<file path="src/rtl/olt_pkg.sv">
package olt_pkg;
  typedef enum logic [2:0] {
    ST_IDLE,
    ST_CFG,
    ST_SNAP_ISS,
    ST_SNAP_PROC,
    ST_DECIDE,
    ST_DELIVER
  } mgr_state_e;
endpackage

</file>
<file path="src/rtl/olt_reqq.sv">
module olt_reqq #(
  parameter int W     = 4,
  parameter int DEPTH = 4
) (
  input  logic         clk,
  input  logic         rst,
  input  logic         push,
  input  logic [W-1:0] din,
  input  logic         pop,
  output logic [W-1:0] dout,
  output logic         empty,
  output logic         full
);
  localparam int PTRW = (DEPTH > 1) ? $clog2(DEPTH) : 1;

  logic [W-1:0] mem [DEPTH];
  logic [PTRW:0] wp, rp;

  assign empty = (wp == rp);
  assign full  = (wp[PTRW] != rp[PTRW]) && (wp[PTRW-1:0] == rp[PTRW-1:0]);
  assign dout  = mem[rp[PTRW-1:0]];

  // storage without reset so it can map to RAM
  always_ff @(posedge clk) begin
    if (push && !full) mem[wp[PTRW-1:0]] <= din;
  end

  always_ff @(posedge clk) begin
    if (rst) begin
      wp <= '0;
      rp <= '0;
    end else begin
      if (push && !full) wp <= wp + (PTRW+1)'(1);
      if (pop && !empty) rp <= rp + (PTRW+1)'(1);
    end
  end
endmodule

</file>
<file path="src/rtl/olt_snap.sv">
module olt_snap #(
  parameter int N_NI = 3,
  parameter int PW   = 8,
  parameter int BW   = 12,
  parameter int TW   = 8
) (
  input  logic              clk,
  input  logic              rst,
  input  logic              issue,
  input  logic              collect,
  input  logic [N_NI-1:0]   rsp_valid,
  input  logic [N_NI*PW-1:0] rsp_power,
  input  logic [TW-1:0]     timeout,
  output logic [N_NI-1:0]   ss_req,
  output logic              all_in,
  output logic              timed_out,
  output logic [BW-1:0]     sum
);
  logic [N_NI-1:0] pending, fresh, left;
  logic [TW-1:0]   timer;
  logic [BW-1:0]   add;

  always_comb begin
    fresh = pending & rsp_valid;
    left  = pending & ~rsp_valid;
    add   = '0;
    for (int i = 0; i < N_NI; i++) begin
      if (fresh[i]) add = add + BW'(rsp_power[i*PW +: PW]);
    end
  end

  assign all_in    = collect && (left == '0);
  assign timed_out = collect && (timer == timeout);

  always_ff @(posedge clk) begin
    if (rst) begin
      ss_req  <= '0;
      pending <= '0;
      timer   <= '0;
      sum     <= '0;
    end else begin
      ss_req <= '0;
      if (issue) begin
        ss_req  <= '1;
        pending <= '1;
        timer   <= '0;
        sum     <= '0;
      end else if (collect) begin
        pending <= left;
        sum     <= sum + add;
        timer   <= timer + TW'(1);
      end
    end
  end
endmodule

</file>
<file path="src/rtl/olt_token.sv">
module olt_token #(
  parameter int HOLD_CYC    = 40,
  parameter bit START_TOKEN = 1'b1
) (
  input  logic clk,
  input  logic rst,
  input  logic tok_in,
  input  logic done,
  output logic held,
  output logic own,
  output logic tok_out
);
  localparam int CW = $clog2(HOLD_CYC + 1);

  logic [CW-1:0] cnt;
  logic          expire;

  assign expire = held && (cnt == CW'(HOLD_CYC - 1));
  assign own    = held && !expire;

  always_ff @(posedge clk) begin
    if (rst) begin
      held    <= START_TOKEN;
      cnt     <= '0;
      tok_out <= 1'b0;
    end else begin
      tok_out <= 1'b0;
      if (held) begin
        if (expire || done) begin
          held    <= 1'b0;
          tok_out <= 1'b1;
          cnt     <= '0;
        end else begin
          cnt <= cnt + CW'(1);
        end
      end else if (tok_in) begin
        held <= 1'b1;
        cnt  <= '0;
      end
    end
  end
endmodule

</file>
<file path="src/rtl/olt_manager.sv">
module olt_manager #(
  parameter int N_NI        = 3,
  parameter int PW          = 8,
  parameter int BW          = 12,
  parameter int AW          = 4,
  parameter int VCW         = 4,
  parameter int TW          = 8,
  parameter int QDEPTH      = 4,
  parameter int HOLD_CYC    = 40,
  parameter bit START_TOKEN = 1'b1
) (
  input  logic               clk,
  input  logic               rst,
  input  logic               cfg_valid,
  input  logic [VCW-1:0]     cfg_vec_count,
  input  logic [AW-1:0]      cfg_target,
  input  logic [BW-1:0]      cfg_budget,
  input  logic [BW-1:0]      cfg_cost,
  input  logic [TW-1:0]      cfg_timeout,
  input  logic               treq_valid,
  input  logic [AW-1:0]      treq_src,
  output logic [N_NI-1:0]    ss_req,
  input  logic [N_NI-1:0]    ss_rsp_valid,
  input  logic [N_NI*PW-1:0] ss_rsp_power,
  output logic               vec_valid,
  output logic [AW-1:0]      vec_dst,
  output logic [VCW-1:0]     vec_idx,
  output logic               dlv_done,
  output logic               tresp_valid,
  output logic [AW-1:0]      tresp_dst,
  output logic               tresp_accept,
  input  logic [N_NI-1:0]    alarm,
  output logic [N_NI-1:0]    throttle,
  input  logic               tok_in,
  output logic               tok_out,
  output logic               tok_held
);
  import olt_pkg::*;

  mgr_state_e     state;
  logic [VCW-1:0] n_vec, vcount;
  logic [AW-1:0]  target, req_src, q_head;
  logic [BW-1:0]  budget, cost, sum;
  logic [TW-1:0]  timeout;
  logic           q_empty, q_full, q_pop, tok_own;
  logic           all_in, timed_out, fits, last_vec, test_end;
  logic [BW:0]    need;

  assign q_pop    = (state == ST_IDLE) && !cfg_valid && !q_empty && tok_own;
  assign need     = {1'b0, sum} + {1'b0, cost};
  assign fits     = need <= {1'b0, budget};
  assign last_vec = (vcount >= n_vec);
  assign test_end = ((state == ST_SNAP_PROC) && !all_in && timed_out) ||
                    ((state == ST_DECIDE) && !fits) ||
                    ((state == ST_DELIVER) && last_vec);

  olt_reqq #(.W(AW), .DEPTH(QDEPTH)) u_q (
    .clk(clk), .rst(rst), .push(treq_valid), .din(treq_src), .pop(q_pop),
    .dout(q_head), .empty(q_empty), .full(q_full)
  );

  olt_snap #(.N_NI(N_NI), .PW(PW), .BW(BW), .TW(TW)) u_snap (
    .clk(clk), .rst(rst), .issue(state == ST_SNAP_ISS),
    .collect(state == ST_SNAP_PROC), .rsp_valid(ss_rsp_valid),
    .rsp_power(ss_rsp_power), .timeout(timeout), .ss_req(ss_req),
    .all_in(all_in), .timed_out(timed_out), .sum(sum)
  );

  olt_token #(.HOLD_CYC(HOLD_CYC), .START_TOKEN(START_TOKEN)) u_tok (
    .clk(clk), .rst(rst), .tok_in(tok_in), .done(test_end),
    .held(tok_held), .own(tok_own), .tok_out(tok_out)
  );

  always_ff @(posedge clk) begin
    if (rst) begin
      state        <= ST_IDLE;
      n_vec        <= '0;
      target       <= '0;
      budget       <= '0;
      cost         <= '0;
      timeout      <= '0;
      req_src      <= '0;
      vcount       <= '0;
      vec_valid    <= 1'b0;
      vec_dst      <= '0;
      vec_idx      <= '0;
      dlv_done     <= 1'b0;
      tresp_valid  <= 1'b0;
      tresp_dst    <= '0;
      tresp_accept <= 1'b0;
      throttle     <= '0;
    end else begin
      vec_valid   <= 1'b0;
      dlv_done    <= 1'b0;
      tresp_valid <= 1'b0;
      throttle    <= {N_NI{|alarm}};
      unique case (state)
        ST_IDLE: begin
          if (cfg_valid) begin
            n_vec   <= cfg_vec_count;
            target  <= cfg_target;
            budget  <= cfg_budget;
            cost    <= cfg_cost;
            timeout <= cfg_timeout;
            state   <= ST_CFG;
          end else if (q_pop) begin
            req_src <= q_head;
            state   <= ST_SNAP_ISS;
          end
        end
        ST_CFG:      state <= ST_IDLE;
        ST_SNAP_ISS: state <= ST_SNAP_PROC;
        ST_SNAP_PROC: begin
          if (all_in) begin
            state <= ST_DECIDE;
          end else if (timed_out) begin
            tresp_valid  <= 1'b1;
            tresp_accept <= 1'b0;
            tresp_dst    <= req_src;
            state        <= ST_IDLE;
          end
        end
        ST_DECIDE: begin
          if (fits) begin
            vcount <= VCW'(1);
            state  <= ST_DELIVER;
          end else begin
            tresp_valid  <= 1'b1;
            tresp_accept <= 1'b0;
            tresp_dst    <= req_src;
            state        <= ST_IDLE;
          end
        end
        ST_DELIVER: begin
          vec_valid <= 1'b1;
          vec_dst   <= target;
          vec_idx   <= vcount;
          vcount    <= vcount + VCW'(1);
          if (last_vec) begin
            dlv_done     <= 1'b1;
            tresp_valid  <= 1'b1;
            tresp_accept <= 1'b1;
            tresp_dst    <= req_src;
            state        <= ST_IDLE;
          end
        end
        default: state <= ST_IDLE;
      endcase
    end
  end
endmodule

</file>
<file path="config.mk">
export PLATFORM = sky130hd
export DESIGN_NAME = olt_manager
export DESIGN_NICKNAME = d
export VERILOG_FILES = /design/src/rtl/olt_pkg.sv /design/src/rtl/olt_reqq.sv /design/src/rtl/olt_snap.sv /design/src/rtl/olt_token.sv /design/src/rtl/olt_manager.sv
export SDC_FILE = /design/constraint.sdc
export NUM_CORES = 1
export LEC_CHECK = 0
export BUFFER_PORTS_ARGS = -buffer_cell sky130_fd_sc_hd__buf_2
export CAP_MARGIN = 20
export CORE_UTILIZATION = 45
export CTS_CLUSTER_DIAMETER = 80
export CTS_CLUSTER_SIZE = 28
export DETAILED_ROUTE_END_ITERATION = 12
export PLACE_DENSITY = 0.72
export SLEW_MARGIN = 15
export SYNTH_ARGS = -nofsm -noshare
export SYNTH_HDL_FRONTEND = slang
export SYNTH_SLANG_ARGS = --single-unit
export TNS_END_PERCENT = 5
</file>
<file path="constraint.sdc">
create_clock -name clk -period 5.9 [get_ports clk]
set_input_delay 1.18 -clock clk [delete_from_list [all_inputs] [get_ports clk]]
set_output_delay 1.18 -clock clk [all_outputs]
set_load 0.05 [all_outputs]
</file>
==> flow_metrics.env, run 1 <==
export IMPL_outcome="complete, no violations"
export IMPL_setup_worst_path_class="primary input to register"
export IMPL_grt_pass1_vias=5452
export IMPL_layout_cells_non_filler=1111
export IMPL_detail_route_drc_violations=0
export IMPL_clock_sink_count=122
export IMPL_power_clock_fraction=0.466
export IMPL_synth_cell_area_um2=7000
export IMPL_synthCells=821
export IMPL_root_buffer="sky130_fd_sc_hd__clkbuf_16"
export IMPL_synth_warnings=0
export IMPL_worst_hold_path_endpoint="vec_dst[2]$_SDFFE_PP0P_"
export IMPL_worst_setup_path_startpoint="ss_rsp_valid[0]"
export IMPL_critical_path_reg2reg_endpoint="u_snap.sum[9]$_SDFFE_PP0P_"
export IMPL_initial_core_utilization=0.460
export IMPL_number_of_flops_mapped_to_enable_cells_by_yosys=16
export IMPL_power_switching_w=0.000656
export IMPL_floorplan_io_pins=103
export IMPL_synthTopCellsByCount="sky130_fd_sc_hd__nand2_1 (143), sky130_fd_sc_hd__dfxtp_1 (106), sky130_fd_sc_hd__a21oi_1 (87), sky130_fd_sc_hd__nor2_1 (63), sky130_fd_sc_hd__ha_1 (61)"
export IMPL_die_w_um=127
export IMPL_timing_clock_skew_ns=0.0168
export IMPL_cts_tree="built"
export IMPL_cts_repair_timing_setup_buffer_count=0
export IMPL_top_usage_layer="met2"
export IMPL_cts_htree_levels=4
export IMPL_seq_power_share=0.382
export IMPL_reg2reg_setup_slack_ns=1.09
export IMPL_hold_path_class="register to register"
export IMPL_netlist_top_cells_area="sky130_fd_sc_hd__dfxtp_1 (30%), sky130_fd_sc_hd__ha_1 (11%), sky130_fd_sc_hd__nand2_1 (7.7%), sky130_fd_sc_hd__edfxtp_1 (6.9%), sky130_fd_sc_hd__a21oi_1 (6.2%)"
export IMPL_drive_above_1_share=0.167
export IMPL_use_met2=0.340
export IMPL_postSynth_asyncResetShare=0
export IMPL_wire_length_of_the_first_global_routing_pass_um=25500
export IMPL_worst_hold_path_depth=2
export IMPL_syn_mean_instance_area_um2=8.52
export IMPL_worst_skew_pair_late_latency_ns=0.43
export IMPL_finalHoldViolCount=0
export IMPL_clk_path_buf_depth=2
export IMPL_irDropWorstVdd_mv=0.248
export IMPL_grt_antenna_before_repair=1
export IMPL_final_setup_viol_count=0
export IMPL_slew_headroom=0.359
export IMPL_finalWorstPathRequiredPeriod_ns=5.23
export IMPL_drt_antenna_violating_nets=0
export IMPL_p_int_w=0.00180
export IMPL_sw_frac=0.266
export IMPL_power_share_combinational=0.152
export IMPL_worst_r2r_startpoint="u_snap.pending[0]$_SDFFE_PP0P_"
export IMPL_timing_worst_slew_pin_value_ns=0.958
export IMPL_synth_top_cell_area_share=0.303
export IMPL_drt_pass1_iterations=5
export IMPL_cts_hold_fix_buffers=0
export IMPL_grt_max_degree=65
export IMPL_yosys_register_bits=122
export IMPL_worst_min_delay_path_startpoint="target[2]$_SDFFE_PP0P_"
export IMPL_met3_track_demand_over_resource=0.0439
export IMPL_gr_ovfl_total=0
export IMPL_count_of_vias_placed_by_the_detailed_router=5928
export IMPL_height_of_the_die_um=127
export IMPL_numPlacedInstances=1078
export IMPL_cts_buffers=17
export IMPL_final_max_slew_violation_count=0
export IMPL_area_growth_syn_to_layout_pct=18.2
export IMPL_ys_flop_type="sky130_fd_sc_hd__dfxtp_1"
export IMPL_die_area_um2=16100
export IMPL_hpwlAfterDp_um=11200
export IMPL_cellPowerDensity_nw_per_um2=298
export IMPL_yosysMostFrequentCell="sky130_fd_sc_hd__nand2_1"
export IMPL_post_route_period_util=0.886
export IMPL_worstPathMaxFanout=4
export IMPL_port_buffers=102
export IMPL_wirelength_um=15300
export IMPL_vias_per_cell=5.34
export IMPL_max_cap_violations=0
export IMPL_cp_data_arrival_time_ns=5.59
export IMPL_netlist_top_cell_by_area="sky130_fd_sc_hd__dfxtp_1"
export IMPL_cts_repair_resize_count=0
export IMPL_synth_seq_area_share=0.372
export IMPL_worstSetupEndpointType="register"
export IMPL_grt_setup_unrepaired="false"
export IMPL_rr_worst_depth=24
export IMPL_fin_setup_tns_ns=0
export IMPL_fin_nets=1053
export IMPL_placementRows=45
export IMPL_wire_per_inst_um=13.7
export IMPL_grtUsageTotal=0.201
export IMPL_detail_route_iter0_violations=375
export IMPL_area_of_the_core_um2=15200
export IMPL_grt_use_met1=0.250
export IMPL_gp_congestion=0.821
export IMPL_max_clock_freq_mhz=191
export IMPL_clk_transition_reported_paths_ns=0.06
export IMPL_synthesis_nets=965
export IMPL_critical_path_required_ns=6.26
export IMPL_total_leakage_power_nw=3.61
export IMPL_critPathLaunchType="primary input"
export IMPL_count_of_distinct_cell_types_in_the_synthesized_netlist=71
==> worst max-delay path by stage <==
stage / end / slack [ns] / cells after the start
floorplan: u_snap.sum[9]$_SDFFE_PP0P_ / 0.54 / 25
global placement: u_snap.sum[9]$_SDFFE_PP0P_ / 0.36 / 25
detailed placement: u_snap.sum[9]$_SDFFE_PP0P_ / 0.24 / 25
CTS: u_snap.sum[9]$_SDFFE_PP0P_ / 0.67 / 25
global route: u_snap.sum[9]$_SDFFE_PP0P_ / 0.31 / 25
finish: u_snap.sum[9]$_SDFFE_PP0P_ / 0.67 / 25
==> critical path, cell delays in order <==
cell and delay [ns]:
sky130_fd_sc_hd__buf_2 0.11, sky130_fd_sc_hd__and2_1 0.18, sky130_fd_sc_hd__nand2_1 0.09, sky130_fd_sc_hd__inv_1 0.04, sky130_fd_sc_hd__ha_1 0.20, sky130_fd_sc_hd__fa_1 0.44, sky130_fd_sc_hd__maj3_1 0.38, sky130_fd_sc_hd__a22oi_1 0.23
sky130_fd_sc_hd__o21bai_1 0.10, sky130_fd_sc_hd__a21o_1 0.20, sky130_fd_sc_hd__xnor2_1 0.18, sky130_fd_sc_hd__o21ai_0 0.10, sky130_fd_sc_hd__ha_1 0.29, sky130_fd_sc_hd__inv_1 0.06, sky130_fd_sc_hd__nor2_1 0.10, sky130_fd_sc_hd__nor2_1 0.04
sky130_fd_sc_hd__a21oi_1 0.20, sky130_fd_sc_hd__or3_1 0.14, sky130_fd_sc_hd__o311a_1 0.15, sky130_fd_sc_hd__nand3_1 0.07, sky130_fd_sc_hd__ha_1 0.32, sky130_fd_sc_hd__nand3_1 0.09, sky130_fd_sc_hd__o21a_1 0.22, sky130_fd_sc_hd__or4_1 0.40
sky130_fd_sc_hd__nand3_1 0.08
==> power by group through the flow <==
| stage | clock [W] | sequential (W) | combinational [W] |
|---|---|---|---|
| finish | 0.00115 | 0.000941 | 0.000373 |
| global route | 0.00120 | 0.000948 | 0.000422 |
| CTS | 0.00116 | 0.000941 | 0.000376 |
| detailed placement | 0 | 0.000958 | 0.000373 |
| global placement | 0 | 0.000956 | 0.000365 |
| floorplan | 0 | 0.000943 | 0.000286 |
==> registers in the layout, summed over array words and instances, names as in the netlist, 4 cells and up <==
name / cells
u_snap.timer: 8
req_src: 4
u_q.mem: 16
u_snap.sum: 12
cost: 12
u_tok.cnt: 6
tresp_dst: 4
vec_idx: 4
vcount: 4
budget: 12
timeout: 8
target: 4
n_vec: 4
vec_dst: 4
==> metrics by stage <==
step / power [W] / hold slack [ns] / worst slack (ns) / instance area, µm² / utilization
2_1_floorplan: 0.00123 / 0.432 / 0.540 / 7000 / -
3_3_place_gp: 0.00132 / 0.440 / 0.364 / 7620 / 0.501
3_5_place_dp: 0.00133 / 0.446 / 0.236 / 7620 / 0.501
4_1_cts: 0.00248 / 0.450 / 0.672 / 8270 / 0.544
5_1_grt: 0.00257 / 0.471 / 0.312 / 8270 / 0.544
6_report: 0.00246 / 0.450 / 0.670 / 8270 / 0.544
==> per-layer routing <==
| layer | up-vias | part of all wire |
|---|---|---|
| li1 | 3048 | - |
| met1 | 2749 | 0.47 |
| met2 | 113 | 0.48 |
| met3 | 18 | 0.037 |
| met4 | 0 | 0.012 |
| met5 | - | 0 |
==> layout make-up <==
cell class | instances | area, µm²
clock inverters | 14 | 219
inverters | 39 | 146
multi-input cells | 622 | 4090
diodes | 1 | 2.50
well taps | 188 | 235
repair buffers | 107 | 548
flip-flops and latches | 122 | 2600
clock buffers | 18 | 429
fillers | 1389 | 6930
==> cells by family after synthesis <==
group           Yosys count  share of synthesized area
compound gates          190                      0.172
fa+ha+maj                66                      0.122
mux                      19                     0.0354
simple gates            298                      0.193
flops                   122                      0.372
xor+xnor                 49                     0.0613
buf+inv                  77                     0.0442
==> cell usage in the layout (no fill, tap or decap), drive strengths merged, types with 5 or more instances in the layout <==
cell    Yosys  layout
a211oi      5       5
a21o       10      10
a21oi      88      88
a22oi       9       9
a31oi       8       8
and2       12      12
and3        7       7
buf         7     107
bufinv      0       5
clkbuf     31      18
dfxtp     106     106
edfxtp     16      16
ha         61      61
inv        38      40
mux2        6       6
mux2i       9       9
nand2     143     143
nand2b     14      14
nand3      15      15
nand4      10      10
nor2       63      63
nor3        9       9
nor4        6       6
o21a        6       6
o21ai      28      28
o21bai      8       8
xnor2      28      28
xor2       21      21
No activity file was read; power rests on OpenSTA's default activity.
==> run 2, diff against run 1 <==
Settings changed: CTS_BUF_LIST set to sky130_fd_sc_hd__clkbuf_4 sky130_fd_sc_hd__clkbuf_8, GPL_TIMING_DRIVEN set to 0.
==> run 2 against run 1 <==
Against the previous run:
- cell area down 1.3%
- sequential power fell by 1%
- clock power down 31%
- hold slack better by 0.0064 ns
- routed wire length increased by 5.8%
- non-clock buffer count is 33 higher
- total power fell by 14%
- cell count rose by 2.9%
- largest power group is now sequential cells
- first-iteration DRC count rose by 0.53%
- core utilization decreased by 0.70 points
- combinational power rose by 6.7%
==> flow_metrics.env, run 2 (synthesis gave the netlist of run 1 again) <==
export IMPL_outcome="complete, no violations"
export IMPL_slew_headroom=0.548
export IMPL_grt_max_degree=17
export IMPL_grt_antenna_before_repair=0
export IMPL_gp_congestion=0.835
export IMPL_worst_hold_path_depth=2
export IMPL_finalWorstPathRequiredPeriod_ns=5.48
export IMPL_critical_path_max_stage_delay_ns=0.45
export IMPL_post_route_period_util=0.930
export IMPL_vias_per_cell=5.30
export IMPL_placementRows=45
export IMPL_final_max_slew_violation_count=0
export IMPL_cp_data_arrival_time_ns=5.88
export IMPL_cts_repair_timing_setup_buffer_count=0
export IMPL_timing_clock_skew_ns=0.0158
export IMPL_area_growth_syn_to_layout_pct=16.6
export IMPL_wirelength_um=16100
export IMPL_post_route_util=0.537
export IMPL_hpwlAfterDp_um=12200
export IMPL_grtUsageTotal=0.209
export IMPL_final_setup_viol_count=0
export IMPL_irDropWorstVdd_mv=0.150
export IMPL_gr_ovfl_total=0
export IMPL_worstSetupEndpointType="register"
export IMPL_timing_worst_slew_pin_value_ns=0.673
export IMPL_drt_antenna_violating_nets=0
export IMPL_height_of_the_die_um=127
export IMPL_worstPathMaxFanout=10
export IMPL_cts_hold_fix_buffers=0
export IMPL_initial_core_utilization=0.460
export IMPL_fin_nets=1086
export IMPL_detail_route_drc_violations=0
export IMPL_detail_route_iter0_violations=377
export IMPL_worst_path_max_delay_cell="sky130_fd_sc_hd__fa_1"
export IMPL_port_buffers=102
export IMPL_rr_worst_depth=25
export IMPL_drt_pass1_iterations=5
export IMPL_clk_transition_reported_paths_ns=0.08
export IMPL_cts_repair_resize_count=0
export IMPL_clock_sink_count=122
export IMPL_total_leakage_power_nw=3.56
export IMPL_grt_setup_unrepaired="false"
export IMPL_drive_above_1_share=0.164
export IMPL_antenna_cells=0
export IMPL_commonest_cells_after_routing_fill_and_taps_aside="sky130_fd_sc_hd__nand2_1 (143), sky130_fd_sc_hd__dfxtp_1 (106), sky130_fd_sc_hd__buf_2 (103), sky130_fd_sc_hd__a21oi_1 (87), sky130_fd_sc_hd__nor2_1 (63)"
export IMPL_area_of_the_core_um2=15200
export IMPL_die_w_um=127
export IMPL_total_power_w=0.00213
export IMPL_largest_register_ff_count=16
export IMPL_setup_worst_path_class="primary input to register"
export IMPL_finalHoldViolCount=0
export IMPL_grt_pass1_vias=5704
export IMPL_floorplan_io_pins=103
export IMPL_root_buffer="sky130_fd_sc_hd__clkbuf_8"
export IMPL_clk_path_buf_depth=2
export IMPL_cts_htree_levels=4
export IMPL_max_clock_freq_mhz=182
export IMPL_cts_tree="built"
export IMPL_wire_per_inst_um=14.1
export IMPL_cts_buffers=17
export IMPL_worst_skew_pair_late_latency_ns=0.45
export IMPL_count_of_vias_placed_by_the_detailed_router=6063
export IMPL_die_area_um2=16100
export IMPL_reg2reg_setup_slack_ns=0.85
export IMPL_worst_min_delay_path_startpoint="target[3]$_SDFFE_PP0P_"
export IMPL_cellPowerDensity_nw_per_um2=261
export IMPL_hold_path_class="register to register"
export IMPL_critical_path_required_ns=6.30
export IMPL_most_common_library_cell_in_the_layout_ignoring_fill_and_taps="sky130_fd_sc_hd__nand2_1"
export IMPL_fin_hold_ws_ns=0.457
export IMPL_worst_hold_path_endpoint="vec_dst[3]$_SDFFE_PP0P_"
export IMPL_wire_length_of_the_first_global_routing_pass_um=26500
export IMPL_max_cap_violations=0
export IMPL_critical_path_reg2reg_endpoint="u_snap.sum[9]$_SDFFE_PP0P_"
export IMPL_fin_setup_tns_ns=0
export IMPL_critPathLaunchType="primary input"
export IMPL_worst_r2r_startpoint="u_snap.pending[0]$_SDFFE_PP0P_"
run 2: cell types whose count changed in the layout (fill, tap and decap cells not counted), moves of 2 or more:
cell and change:
sky130_fd_sc_hd__clkbuf_8 +18, sky130_fd_sc_hd__clkbuf_16 -17, sky130_fd_sc_hd__clkbuf_1 +30, sky130_fd_sc_hd__bufinv_16 -2, sky130_fd_sc_hd__clkinv_2 +2
run 2: how the worst max path moves through the flow:
stage / start / depth (start not counted) / end / slack, ns
2_1_floorplan: ss_rsp_valid[0] / 25 / u_snap.sum[9]$_SDFFE_PP0P_ / 0.54
3_3_place_gp: ss_rsp_valid[0] / 26 / u_snap.sum[9]$_SDFFE_PP0P_ / -0.02
3_5_place_dp: ss_rsp_valid[0] / 26 / u_snap.sum[9]$_SDFFE_PP0P_ / -0.04
4_1_cts: ss_rsp_valid[0] / 26 / u_snap.sum[9]$_SDFFE_PP0P_ / 0.44
5_1_grt: ss_rsp_valid[0] / 26 / u_snap.sum[11]$_SDFFE_PP0P_ / 0.04
6_report: ss_rsp_valid[0] / 26 / u_snap.sum[9]$_SDFFE_PP0P_ / 0.42
run 2: critical path: cells and delay by family:
| kind | cells | cell delay (ns) |
|---|---|---|
| buffers and inverters | 4 | 0.39 |
| AOI/OAI and AO/OA | 7 | 1.20 |
| xor gates and xnor gates | 1 | 0.18 |
| and+or+nand+nor | 9 | 1.25 |
| adders and majority gates | 5 | 1.66 |
run 2: through the flow:
step | area (µm²) | worst slack (ns) | std cells
floorplan | 7000 | 0.540 | 821
global placement | 7740 | -0.0193 | 1111
detailed placement | 7740 | -0.0382 | 1111
CTS | 8160 | 0.436 | 1143
global route | 8160 | 0.0388 | 1143
finish | 8160 | 0.415 | 1143
run 2: cell type report:
class	count	area [µm²]
Buffer	38	163
Clock buffer	19	255
Clock inverter	13	164
Fill cell	1445	7040
Inverter	39	146
Multi-Input combinational cell	622	4090
Sequential cell	122	2600
Tap cell	188	235
Timing Repair Buffer	102	510
run 2: report_power, final:
group | internal, W | switching [W]
combinational | 0.000167 | 0.000232
clock | 0.000436 | 0.000361
sequential | 0.000893 | 0.0000394
run 2: layer usage:
metal	GRT usage	vias up	part of all wire
met3	0.0510	20	0.046
li1	-	3112	-
met5	0	-	0
met4	0.0742	0	0.018
met2	0.351	116	0.47
met1	0.262	2815	0.46
